[config.mk]
export PLATFORM = sky130hd
export DESIGN_NAME = fcall_unit
export DESIGN_NICKNAME = d
export VERILOG_FILES = /design/src/rtl/fcu_pkg.sv /design/src/rtl/fcu_target.sv /design/src/rtl/fcu_seq.sv /design/src/rtl/fcu_arch_regs.sv /design/src/rtl/fcall_unit.sv
export SDC_FILE = /design/constraint.sdc
export NUM_CORES = 1
export LEC_CHECK = 0
export ABC_AREA = 0
export BUFFER_PORTS_ARGS = -buffer_cell sky130_fd_sc_hd__buf_2
export CAP_MARGIN = 25
export CORE_UTILIZATION = 55
export DETAILED_ROUTE_END_ITERATION = 8
export HOLD_SLACK_MARGIN = 0.15
export PLACE_DENSITY = 0.83
export SLEW_MARGIN = 20
export SYNTH_ARGS = -nofsm -noshare
export SYNTH_HDL_FRONTEND = slang
export SYNTH_SLANG_ARGS = --single-unit
[constraint.sdc]
create_clock -name clk -period 9.5 [get_ports clk]
set_input_delay 1.425 -clock clk [delete_from_list [all_inputs] [get_ports clk]]
set_output_delay 1.425 -clock clk [all_outputs]
set_load 0.02 [all_outputs]
[src/rtl/fcu_pkg.sv]
package fcu_pkg;

  typedef enum logic [1:0] {
    KIND_REL = 2'd0,
    KIND_ABS = 2'd1,
    KIND_IND = 2'd2,
    KIND_RET = 2'd3
  } fcu_kind_e;

  typedef enum logic [1:0] {
    ST_IDLE = 2'd0,
    ST_PUSH = 2'd1,
    ST_POP  = 2'd2,
    ST_DONE = 2'd3
  } fcu_state_e;

  localparam int unsigned SEG_W = 4;

endpackage

[src/rtl/fcu_target.sv]
module fcu_target
  import fcu_pkg::*;
#(
  parameter int unsigned AW     = 32,
  parameter int unsigned DISP_W = 24
) (
  input  fcu_kind_e         kind,
  input  logic [AW-1:0]     cur_pc,
  input  logic [DISP_W-1:0] disp,
  input  logic [AW-1:0]     ind_addr,
  input  logic [AW-1:0]     link_val,
  output logic [AW-1:0]     target
);

  localparam int unsigned OFS_W = DISP_W - SEG_W;
  localparam int unsigned EXT_W = AW - DISP_W;
  localparam logic [AW-1:0] ODD_MASK = {{(AW-1){1'b1}}, 1'b0};

  logic [AW-1:0] disp_sx;
  logic [AW-1:0] rel_tgt;
  logic [AW-1:0] abs_tgt;
  logic [AW-1:0] ind_tgt;
  logic [AW-1:0] ret_tgt;

  generate
    if (EXT_W > 0) begin : g_sext
      assign disp_sx = {{EXT_W{disp[DISP_W-1]}}, disp};
    end else begin : g_nosext
      assign disp_sx = disp[AW-1:0];
    end
  endgenerate

  assign rel_tgt = cur_pc + (disp_sx << 1);

  always_comb begin
    abs_tgt                  = '0;
    abs_tgt[AW-1 -: SEG_W]   = disp[DISP_W-1 -: SEG_W];
    abs_tgt[OFS_W:1]         = disp[OFS_W-1:0];
  end

  assign ind_tgt = ind_addr & ODD_MASK;
  assign ret_tgt = link_val & ODD_MASK;

  always_comb begin
    unique case (kind)
      KIND_REL: target = rel_tgt;
      KIND_ABS: target = abs_tgt;
      KIND_IND: target = ind_tgt;
      default:  target = ret_tgt;
    endcase
  end

endmodule

[src/rtl/fcu_seq.sv]
module fcu_seq
  import fcu_pkg::*;
(
  input  logic clk,
  input  logic rst_n,
  input  logic start,
  input  logic start_ret,
  input  logic mem_ack,
  output logic busy,
  output logic wr_en,
  output logic rd_en,
  output logic commit,
  output logic done
);

  fcu_state_e state_q;
  fcu_state_e state_d;

  always_comb begin
    state_d = state_q;
    unique case (state_q)
      ST_IDLE: if (start) state_d = start_ret ? ST_POP : ST_PUSH;
      ST_PUSH: if (mem_ack) state_d = ST_DONE;
      ST_POP:  if (mem_ack) state_d = ST_DONE;
      default: state_d = ST_IDLE;
    endcase
  end

  always_ff @(posedge clk or negedge rst_n) begin
    if (!rst_n) state_q <= ST_IDLE;
    else        state_q <= state_d;
  end

  assign busy   = (state_q != ST_IDLE);
  assign wr_en  = (state_q == ST_PUSH);
  assign rd_en  = (state_q == ST_POP);
  assign commit = (wr_en || rd_en) && mem_ack;
  assign done   = (state_q == ST_DONE);

endmodule

[src/rtl/fcu_arch_regs.sv]
module fcu_arch_regs #(
  parameter int unsigned   AW       = 32,
  parameter int unsigned   STEP     = 4,
  parameter logic [AW-1:0] SP_RESET = '0,
  parameter logic [AW-1:0] RA_RESET = '0,
  parameter logic [AW-1:0] PC_RESET = '0
) (
  input  logic          clk,
  input  logic          rst_n,
  input  logic          commit,
  input  logic          is_ret,
  input  logic [AW-1:0] tgt_pc,
  input  logic [AW-1:0] link_addr,
  input  logic [AW-1:0] pop_word,
  output logic [AW-1:0] sp,
  output logic [AW-1:0] ra,
  output logic [AW-1:0] pc
);

  localparam logic [AW-1:0] STEP_A = AW'(STEP);

  logic [AW-1:0] sp_d, ra_d, pc_d;

  always_comb begin
    sp_d = sp;
    ra_d = ra;
    pc_d = pc;
    if (commit) begin
      pc_d = tgt_pc;
      if (is_ret) begin
        ra_d = pop_word;
        sp_d = sp + STEP_A;
      end else begin
        ra_d = link_addr;
        sp_d = sp - STEP_A;
      end
    end
  end

  always_ff @(posedge clk or negedge rst_n) begin
    if (!rst_n) begin
      sp <= SP_RESET;
      ra <= RA_RESET;
      pc <= PC_RESET;
    end else if (commit) begin
      sp <= sp_d;
      ra <= ra_d;
      pc <= pc_d;
    end
  end

endmodule

[src/rtl/fcall_unit.sv]
module fcall_unit
  import fcu_pkg::*;
#(
  parameter int unsigned   AW       = 32,
  parameter int unsigned   DISP_W   = 24,
  parameter int unsigned   STEP     = 4,
  parameter logic [AW-1:0] SP_RESET = 32'h0000_0400,
  parameter logic [AW-1:0] RA_RESET = 32'h0000_0000,
  parameter logic [AW-1:0] PC_RESET = 32'h0000_0100
) (
  input  logic              clk,
  input  logic              rst_n,
  input  logic              req_valid,
  input  logic [1:0]        req_kind,
  input  logic [AW-1:0]     req_pc,
  input  logic [AW-1:0]     req_next_pc,
  input  logic [DISP_W-1:0] req_disp,
  input  logic [AW-1:0]     req_addr,
  output logic              busy,
  output logic              done,
  output logic              mem_wr_en,
  output logic [AW-1:0]     mem_wr_addr,
  output logic [AW-1:0]     mem_wr_data,
  output logic              mem_rd_en,
  output logic [AW-1:0]     mem_rd_addr,
  input  logic [AW-1:0]     mem_rd_data,
  input  logic              mem_ack,
  output logic [AW-1:0]     sp_o,
  output logic [AW-1:0]     ra_o,
  output logic [AW-1:0]     pc_o
);

  localparam logic [AW-1:0] STEP_A = AW'(STEP);

  // reset: asserted asynchronously, released on a clock edge
  logic rst_meta_n, rst_sync_n;

  always_ff @(posedge clk or negedge rst_n) begin
    if (!rst_n) begin
      rst_meta_n <= 1'b0;
      rst_sync_n <= 1'b0;
    end else begin
      rst_meta_n <= 1'b1;
      rst_sync_n <= rst_meta_n;
    end
  end

  fcu_kind_e     kind_in;
  logic          accept;
  logic [AW-1:0] tgt_in;
  logic          commit;

  logic          ret_q, ret_d;
  logic [AW-1:0] tgt_q, tgt_d;
  logic [AW-1:0] link_q, link_d;

  assign kind_in = fcu_kind_e'(req_kind);
  assign accept  = req_valid && !busy;

  fcu_target #(.AW(AW), .DISP_W(DISP_W)) u_target (
    .kind     (kind_in),
    .cur_pc   (req_pc),
    .disp     (req_disp),
    .ind_addr (req_addr),
    .link_val (ra_o),
    .target   (tgt_in)
  );

  // request latch: next-state and register kept apart
  always_comb begin
    ret_d  = ret_q;
    tgt_d  = tgt_q;
    link_d = link_q;
    if (accept) begin
      ret_d  = (kind_in == KIND_RET);
      tgt_d  = tgt_in;
      link_d = req_next_pc;
    end
  end

  always_ff @(posedge clk or negedge rst_sync_n) begin
    if (!rst_sync_n) begin
      ret_q  <= 1'b0;
      tgt_q  <= '0;
      link_q <= '0;
    end else if (accept) begin
      ret_q  <= ret_d;
      tgt_q  <= tgt_d;
      link_q <= link_d;
    end
  end

  fcu_seq u_seq (
    .clk       (clk),
    .rst_n     (rst_sync_n),
    .start     (req_valid),
    .start_ret (kind_in == KIND_RET),
    .mem_ack   (mem_ack),
    .busy      (busy),
    .wr_en     (mem_wr_en),
    .rd_en     (mem_rd_en),
    .commit    (commit),
    .done      (done)
  );

  fcu_arch_regs #(
    .AW(AW), .STEP(STEP),
    .SP_RESET(SP_RESET), .RA_RESET(RA_RESET), .PC_RESET(PC_RESET)
  ) u_regs (
    .clk       (clk),
    .rst_n     (rst_sync_n),
    .commit    (commit),
    .is_ret    (ret_q),
    .tgt_pc    (tgt_q),
    .link_addr (link_q),
    .pop_word  (mem_rd_data),
    .sp        (sp_o),
    .ra        (ra_o),
    .pc        (pc_o)
  );

  assign mem_wr_addr = sp_o - STEP_A;
  assign mem_wr_data = ra_o;
  assign mem_rd_addr = sp_o;

endmodule

* Word level (Yosys, flattened, before mapping)
Index checks and enable logic that the tools add are counted.
** Operators by class
- Equality and inequality tests :: 8
- Reductions and logical operators :: 9
- Multiplexer cells :: 7
- Add/sub/neg operators :: 3
** Operator list (number)
- $pmux 32 s3 :: 1
- $mux 32 :: 2
- $add 32x3->32 const B :: 1
- $add 32x32->32 :: 1
- $sub 32x3->32 const B :: 1
- $eq 2x2->1 const B :: 4
- $mux 2 :: 3
- $eq 2x1->1 const B :: 2
- $logic_not 2->1 :: 2
- $pmux 2 s2 :: 1
- $logic_and 1x1->1 :: 2
- $ne 2x1->1 const B :: 1
- $ne 2x2->1 const B :: 1
- $reduce_and 2->1 :: 1
- $reduce_bool 2->1 :: 1
- $reduce_or 2->1 :: 1
- $logic_not 1->1 :: 1
- $logic_or 1x1->1 :: 1
** Word-level totals
- Word-level logic and storage cells :: 36
- Output and inout bits :: 196
- Input port bits :: 158
- Register bits after elaboration :: 165

* Depth between registers and ports, before layout
Gate-level depths: netlist of the first run.
- Depth in word-level cells :: 4
- Gate-level depth with buffers :: 11
- Mapped depth without buffers :: 11

* By module
From an unflattened synthesis of the first run, not the netlist that was laid out.
** Second synthesis, totals
- Cells, all modules :: 1093
- Area total of the unflattened synthesis :: 11432.2 sq um
** By module, submodules not included
- fcu_arch_regs :: seq. area each 2354.8 sq um, area each 5213.8 sq um, cells an instance 493, instances 1
- fcall_unit :: seq. area each 1676.6 sq um, area each 3555.9 sq um, cells an instance 290, instances 1
- fcu_target :: seq. area each 0.0 sq um, area each 2472.4 sq um, cells an instance 291, instances 1
- fcu_seq :: seq. area each 50.0 sq um, area each 190.2 sq um, cells an instance 19, instances 1

* Worst setup path after synthesis of the first run
Ideal clock, no wire load.
- Kind :: register to output
- Start point :: reg u_regs.sp[9]
- End point :: out mem_wr_addr[31]
- Slack :: 5.455 ns
- Data required time :: 8.075 ns
- Path buffers :: 1
- Stages on the path, launching flop included :: 10
- Data arrival time :: 2.620 ns
- Cell sequence :: dfrtp_1 buf_6 or4_4 nor4_4 nand2_2 nor3_2 nand2_2 or3_4 nor3_2 xor2_1
** Between the ends
- Cells in the longest elaborated chain, start to end :: 1
** Ends and longest elaborated chain
- start: declaration :: line fcu_arch_regs.sv:15 : output logic [AW-1:0] sp,
- start signal: assignment :: line fcu_arch_regs.sv:46 : sp <= sp_d;
- $sub 32x3->32 :: line fcall_unit.sv:122 : assign mem_wr_addr = sp_o - STEP_A;
- end: declaration :: line fcall_unit.sv:22 : output logic [AW-1:0] mem_wr_addr,
No other way between the ends.

* Final worst setup path of the first run
Same ends and word-level chain as after synthesis.

==> results.cfg, run 1 <==
[status]
status = complete, no violations

[clocking]
h-tree-depth = 4
post_cts_resized = 0
ctsHoldBuffers = 0
clk_latency_ns = 0.43
cts.sinks = 163
root_buffer = clkbuf_16
cts.path.max_buffers = 2
clkTransAtPathRegs_ns = 0.07
cts_made_buffers = 17
post_cts_buffers = 0
cts_tree = built

[floorplanning]
die_w_microns = 139
core_sq_um = 18300
ios = 354
die_area_sq_um = 19500
row_count = 49
initial_core_util_pct = 56.9
chipHeight_microns = 139

[setup_path]
end_kind = primary output
reg2regPathDepth = 9
worstPathMaxFanout = 11
crit_required_ns = 8.08
critical_path_class = reg -> out
max_stage_delay_ns = 0.62
cp_cell_sequence = or4_4 -> nor4_4 -> nand2_2 -> nor3_2 -> nand2_2 -> or3_4 -> nor3_2 -> xor2_1 -> buf_2
critPathSlowestCell = or4_4
rr_startpoint = u_regs.sp[4]
r2r_slack_ns = 6.67
reg2reg_to = u_regs.sp[25]
start_kind = register
arrival_ns = 3.14

[synthesis]
yosys.area_share.simple_pct = 20.1
synth_seq_cells = 163
avgSynthCellArea_sq_um = 8.57
synth_edf_count = 0
syn-instance-count = 1213
muxShareOfSynthArea_pct = 7.64
syn_area_sq_um = 10400
synth-async-reset-ratio_pct = 100
synth.area.top_cells = dfrtp_1, nand2_1, buf_4
synth-main-ff-cell = dfrtp_1
synthDistinctLibCells = 70
synth_xor_area_share_pct = 6.72
ys_seq_area_share_pct = 39.3
synth-compound-area-share_pct = 13.0
yosysWarnings = 0
synth_top_family_by_area = simple AND/OR/NAND/NOR gates
synthAdderAreaFrac_pct = 4.53
synth.largest_area_cell = dfrtp_1
netlist.area_leader.share_pct = 38.8

[final_layout]
regArea_sq_um = 4090
mostFrequentLayoutCell = buf_2
final_cell_mix = buf_2, nand2_1, dfrtp_1
fin_util_pct = 67.7
nets = 1649
area_growth_pct = 19.0
drive_above_1_share_pct = 29.4
fill_cells = 1532
multiInputGateArea_sq_um = 5440

[drt]
wl_per_cell_microns = 17.9
drt-pass1-iter-count = 7
num_vias = 9573
drt_iter0_markers = 687
drtAntennaViolNets = 0
drc_errors = 0
wl_met2_mm = 14.7
met1_length_mm = 12.4
met3RoutedLength_mm = 2.19
via_per_inst = 5.62
drt_wl_total_mm = 30.4
highest_layer = met4

[timing]
setup_viol = 0
tns_ns = 0
fin_crit_sh_pct = 48.1
rsz0062_at_grt = no
fmax_ghz = 0.219
min_period_ns = 4.57
tightest_slew_ns = 0.880
fin_skew_ns = 0.0157
slew_headroom_pct = 41.3
hold_violations = 0
holdWs_ns = 0.352
worst_slack_ns = 4.93
maxSlewViolCount = 0

[place]
dp_hpwl_mm = 22.5
place_congestion = 0.947
io_buffers = 346
preCtsSetupSlack_ns = 5.09

[worst_hold_path]
hold_path.class = reg -> async

[flow_run]
max_cap_viol_count = 0

[pwr]
p_seq_share_pct = 34.4
p_switching_mw = 1.62
leakagePower_nw = 6.57
switching_share_pct = 45.3
power_mw = 3.58
intPower_mw = 1.96
irDropWorstVdd_mv = 0.208
p_clk_share_pct = 20.0
powerDensity_nw_per_um2 = 289
p_comb_share_pct = 45.6

[global_route]
grt_max_degree = 108
grt_pass1_vias = 9280
grt_use_total_pct = 31.8
grt_pass1_wl_mm = 48.6
overflow = 0
antenna_found_initial = 7
[critical path: cells and delay by family, from the launching register on]
family	cells	cell delay, ns
simple gates	7	1.85
flops	1	0.52
buf+inv	1	0.18
xor+xnor	1	0.17
[per-stage QoR]
| step | std cells | instance area [sq um] |
|---|---|---|
| 4_1_cts | 1694 | 12300 |
| 3_5_place_dp | 1662 | 11700 |
| 3_3_place_gp | 1662 | 11700 |
| 2_1_floorplan | 1218 | 10400 |
| 6_report | 1703 | 12400 |
| 5_1_grt | 1702 | 12400 |
[kinds of logic after synthesis]
group	after synthesis
simple gates	481
compound gates	223
xor+xnor	78
other cells	2
fa+ha+maj	37
mux	65
flops	163
buf+inv	164
[metal layers]
metal | vias to the layer above | global-route usage (%)
met3 | 67 | 7.33
met2 | 426 | 53.7
li1 | 4539 | -
met1 | 4541 | 39.4
met4 | 0 | 13.2
met5 | - | 0
[worst max-delay path by stage]
stage,cells past startpoint,slack [ns],end,from
floorplan,0,4.63,link_q[0],rst_sync_n
global placement,12,5.12,tgt_q[25],req_pc[1]
detailed placement,12,5.09,tgt_q[25],req_pc[1]
CTS,9,4.94,mem_wr_addr[31],u_regs.sp[9]
global route,9,4.81,mem_wr_addr[31],u_regs.sp[9]
finish,9,4.93,mem_wr_addr[31],u_regs.sp[9]
[power by group through the flow]
stage	combinational [mW]	clock, mW	sequential, mW
2_1_floorplan	1.10	0	1.33
3_3_place_gp	1.57	0	1.22
3_5_place_dp	1.61	0	1.24
4_1_cts	1.62	0.728	1.23
5_1_grt	1.78	0.760	1.27
6_report	1.63	0.718	1.23
[final cells by class]
class                   count  area share, %
well taps                 229           2.32
flip-flops and latches    163           33.0
clock buffers              19           3.66
repair buffers            355           14.7
inverters                  26          0.789
clock inverters            13           1.35
diodes                      7          0.142
multi-input cells         891           44.0
[registers in the layout, summed over array words and instances, names as in the netlist]
| name | cells |
|---|---|
| ret_q | 1 |
| u_regs.ra | 32 |
| u_regs.pc | 32 |
| tgt_q | 32 |
| u_regs.sp | 30 |
| u_seq.state_q | 2 |
| rst_sync_n | 1 |
| link_q | 32 |
| rst_meta_n | 1 |
[cell usage after synthesis (all sizes together) (3+ instances only)]
| library cell | number |
|---|---|
| nor3 | 14 |
| mux4 | 11 |
| a22o | 3 |
| nand4 | 11 |
| dfrtp | 161 |
| and3 | 11 |
| xnor2 | 43 |
| and2 | 6 |
| nor2b | 3 |
| a21o | 13 |
| o211ai | 6 |
| mux2 | 5 |
| o21a | 3 |
| mux2i | 49 |
| nand2 | 324 |
| xor2 | 35 |
| a21oi | 68 |
| a211oi | 9 |
| o31ai | 5 |
| o21ai | 68 |
| nor2 | 63 |
| ha | 36 |
| o21bai | 7 |
| o22ai | 9 |
| clkbuf | 55 |
| nor4 | 6 |
| or3 | 10 |
| inv | 26 |
| nand3 | 23 |
| buf | 83 |
| a31oi | 10 |
Power figures use the tool's default switching activity.
==> run 2, diff against run 1 <==
- CORE_UTILIZATION: 55 -> 47
- PLACE_DENSITY: 0.83 -> 0.75
- clock period: 9.5 -> 4.2 ns (I/O delays scaled with it)
==> run 2 against run 1 <==
Total power is 120% higher. Wire length is 2.6% higher. Core utilization is 11 points lower. Register-to-register slack worse by 5.3 ns. Largest power group unchanged. Critical path depth is 1 lower.
==> results.cfg, run 2 (synthesis results as in run 1) <==
[status]
status = complete, no violations

[place]
dp_hpwl_mm = 23.2
place_congestion = 0.927
io_buffers = 346
preCtsSetupSlack_ns = 0.665
place_area_sq_um = 11800

[final_layout]
final_cell_mix = buf_2, nand2_1, dfrtp_1
nets = 1651
design_area_sq_um = 12400
area_growth_pct = 19.5
drive_above_1_share_pct = 29.3
mostFrequentLayoutCell = buf_2

[floorplanning]
row_count = 54
initial_core_util_pct = 47.8
die_area_sq_um = 22700
ios = 354
chipHeight_microns = 151
core_sq_um = 21800
die_w_microns = 151

[timing]
tightest_slew_ns = 0.727
fin_skew_ns = 0.0117
hold_violations = 0
fmax_ghz = 0.269
slew_headroom_pct = 51.5
rsz0062_at_grt = no
worst_slack_ns = 0.485
maxSlewViolCount = 0
setup_viol = 0
min_period_ns = 3.71
fin_crit_sh_pct = 88.4
tns_ns = 0

[clocking]
root_buffer = clkbuf_16
h-tree-depth = 4
cts_tree = built
clkTransAtPathRegs_ns = 0.07
cts.path.max_buffers = 2
post_cts_resized = 0
cts.sinks = 163
clk_latency_ns = 0.43
cts_made_buffers = 17

[drt]
num_vias = 9442
drt_wl_total_mm = 31.2
drc_errors = 0
drt-pass1-iter-count = 5
drtAntennaViolNets = 0
via_per_inst = 5.38
wl_per_cell_microns = 17.8
drt_iter0_markers = 462

[setup_path]
worstPathMaxFanout = 10
reg2regPathDepth = 9
reg2reg_to = u_regs.sp[25]
start_kind = register
rr_startpoint = u_regs.sp[4]
r2r_slack_ns = 1.34
critPathCapture = mem_wr_addr[25]
end_kind = primary output
cp_cell_sequence = or3_1 -> nor4_4 -> nand2_2 -> or2_4 -> nor3b_4 -> nand2_1 -> xnor2_1 -> buf_2
crit_required_ns = 3.57
arrival_ns = 3.08
crit_cells = 8
startpoint = u_regs.sp[4]
critPathSlowestCell = or3_1
critPathBufInv = 1
path_delay_family = simple AND/OR/NAND/NOR gates
max_stage_delay_ns = 0.51
critical_path_class = reg -> out

[global_route]
grt_use_total_pct = 27.6
grt_pass1_vias = 8937
antenna_found_initial = 7
grt_pass1_wl_mm = 47.9
grt_max_degree = 108
overflow = 0

[pwr]
irDropWorstVdd_mv = 0.347
leakagePower_nw = 6.54
powerDensity_nw_per_um2 = 645

[flow_run]
max_cap_viol_count = 0

[worst_hold_path]
hold_path.class = reg -> async
run 2: worst register-to-register path: stages (launching register included):
cell and delay (ns):
dfrtp_1 0.50, or3_1 0.51, nor4_4 0.36, nand2_2 0.15, or2_4 0.29, nor3b_4 0.34, nand2_1 0.15, o22ai_1 0.17
nand2_1 0.09, xnor2_1 0.17
run 2: layout make-up:
class / count / area, sq um
clock inverter: 12 / 123
antenna: 5 / 12.5
clock buffer: 20 / 447
sequential: 163 / 4090
timing repair buffer: 357 / 1860
inverter: 26 / 97.6
fill: 2021 / 9340
multi-input combinational: 891 / 5440
tap: 280 / 350
run 2: routing by layer:
layer | up-vias | track usage [%] | share of wire, %
li1 | 4551 | - | -
met5 | - | 0 | 0.038
met2 | 374 | 48.2 | 50
met3 | 55 | 5.70 | 6.7
met1 | 4460 | 33.4 | 41
met4 | 2 | 10.3 | 2.7
run 2: worst min path at each step:
stage | endpoint | depth (start not counted)
after floorplan | rst_meta_n | 0
after global placement | rst_sync_n | 0
after detailed placement | rst_sync_n | 0
after CTS | rst_sync_n | 0
after global routing | rst_sync_n | 0
final | link_q[3] | 0
run 2: per-stage QoR:
stage / hold slack (ns) / power [mW] / cells / util [%]
floorplan: 0.331 / 5.48 / 1218 / -
global placement: 0.341 / 6.38 / 1714 / 54.2
detailed placement: 0.343 / 6.46 / 1714 / 54.2
CTS: 0.365 / 8.02 / 1747 / 56.8
global route: 0.372 / 8.55 / 1753 / 57.1
finish: 0.335 / 8.01 / 1754 / 57.1
run 2: repair_timing:
item	CTS	global route
hold buffers	1	0
setup buffers	0	0
hold endpoints to repair	2	0
run 2: power by group:
part / leakage [nW] / internal (mW) / switching (mW) / total, mW
registers: 2.06 / 2.21 / 0.610 / 2.82
logic: 4.22 / 1.29 / 2.36 / 3.65
clock network: 0.262 / 0.844 / 0.696 / 1.54
==> run 3, diff against run 2 <==
- ABC_AREA: 0 -> not set
- CORE_UTILIZATION: 47 -> 48
- CTS_BUF_LIST: not set -> sky130_fd_sc_hd__clkbuf_4
- PLACE_DENSITY: 0.75 -> 0.77
==> run 3 against run 2 <==
Setup slack worse by 0.20 ns. Clock-buffer cell count is 1 lower. Sequential cell count stayed put. Non-clock buffer count is 2 lower. Die area is 2.1% lower. Sequential share of layout area is 0.95 points higher. Combinational power hardly changed. Fmax is 5.0% lower. Wire length is 0.92% lower. Largest power group unchanged. Highest routed layer is now met4.
==> results.cfg, run 3 (synthesis results as in run 1) <==
[setup_path]
end_kind = primary output
critical_path_class = reg -> out
crit_required_ns = 3.57
start_kind = register
worstPathMaxFanout = 10
arrival_ns = 3.28

[timing]
tightest_slew_ns = 0.837
setup_viol = 0
slew_headroom_pct = 44.0
hold_violations = 0
rsz0062_at_grt = no
maxSlewViolCount = 0
holdWs_ns = 0.235
fmax_ghz = 0.256
tns_ns = 0
worst_slack_ns = 0.290
fin_crit_sh_pct = 93.1
min_period_ns = 3.91
fin_skew_ns = 0.0324

[final_layout]
mostFrequentLayoutCell = buf_2
fin_util_pct = 57.1
design_area_sq_um = 12100
drive_above_1_share_pct = 29.2
final_cell_mix = buf_2, nand2_1, dfrtp_1
nets = 1649
area_growth_pct = 16.1
fin_cells = 1748
fill_cells = 1968

[place]
io_buffers = 346
dp_hpwl_mm = 23.0
dp_cells = 1708
place_area_sq_um = 11800
place_congestion = 0.913
preCtsSetupSlack_ns = 0.687

[clocking]
cts_made_buffers = 17
h-tree-depth = 4
root_buffer = clkbuf_4
cts_tree = built
clkTransAtPathRegs_ns = 0.16
clk_latency_ns = 0.57
cts.path.max_buffers = 2
cts.sinks = 163

[global_route]
antenna_found_initial = 8
grt_use_total_pct = 28.1
grt_pass1_vias = 9106
overflow = 0
grt_pass1_wl_mm = 48.2
grt_max_degree = 119

[drt]
drt_wl_total_mm = 30.9
wl_per_cell_microns = 17.7
drt-pass1-iter-count = 5
via_per_inst = 5.37
drt_iter0_markers = 536
drc_errors = 0
num_vias = 9379
drtAntennaViolNets = 0

[flow_run]
max_cap_viol_count = 0

[floorplanning]
row_count = 53
ios = 354
core_sq_um = 21200
initial_core_util_pct = 49.1
chipHeight_microns = 149
die_area_sq_um = 22300
die_w_microns = 149

[pwr]
irDropWorstVdd_mv = 0.394
powerDensity_nw_per_um2 = 608
leakagePower_nw = 6.39
power_mw = 7.34

[status]
status = complete, no violations

[worst_hold_path]
hold_path.class = in -> reg
## run 3: what timing repair did
item / in CTS / in global routing
hold buffers: 1 / 0
buffers inserted: 0 / 0
gates resized for setup: 0 / 0
setup endpoints to repair: 0 / 0
endpoints found under the hold margin: 2 / 0
## run 3: final timing paths
| kind | start | to | slack (ns) | depth (start not counted) |
|---|---|---|---|---|
| min reg2reg | rst_sync_n | link_q[8] | 0.34 | 0 |
| max in group asynchronous | rst_sync_n | ret_q | 2.70 | 1 |
| max | u_regs.sp[4] | mem_wr_addr[25] | 0.29 | 8 |
| min in group asynchronous | rst_sync_n | link_q[8] | 0.34 | 0 |
| min | req_next_pc[4] | link_q[4] | 0.24 | 3 |
| max reg2reg | u_regs.sp[4] | u_regs.sp[25] | 1.31 | 9 |
## run 3: cell type report
cell class,count,area [sq um],share of cell area [%]
multi-input combinational,891,5450,45.1
sequential,163,4090,33.9
timing repair buffer,355,1830,15.1
tap,275,344,2.85
clock buffer,19,143,1.18
clock inverter,12,106,0.881
inverter,26,97.6,0.808
antenna,7,17.5,0.145
## run 3: critical path: stages, from the launching register on
cell and delay, ns:
dfrtp_1 0.52, or3_1 0.52, nor4_4 0.38, nand2_2 0.17, or2_4 0.30, nor3b_4 0.32
nand2_1 0.15, xnor2_1 0.17, buf_2 0.19
## run 3: metal layers
layer	wire (microns)	GRT usage (%)	part of all wire [%]
met1	12700	34.5	41
met2	15200	48.0	49
met3	2180	5.87	7.1
met4	808	11.3	2.6
met5	0	0	0
## run 3: power by group
| part | switching, mW | internal [mW] |
|---|---|---|
| clock network | 0.592 | 0.305 |
| logic | 2.37 | 1.28 |
| registers | 0.600 | 2.20 |
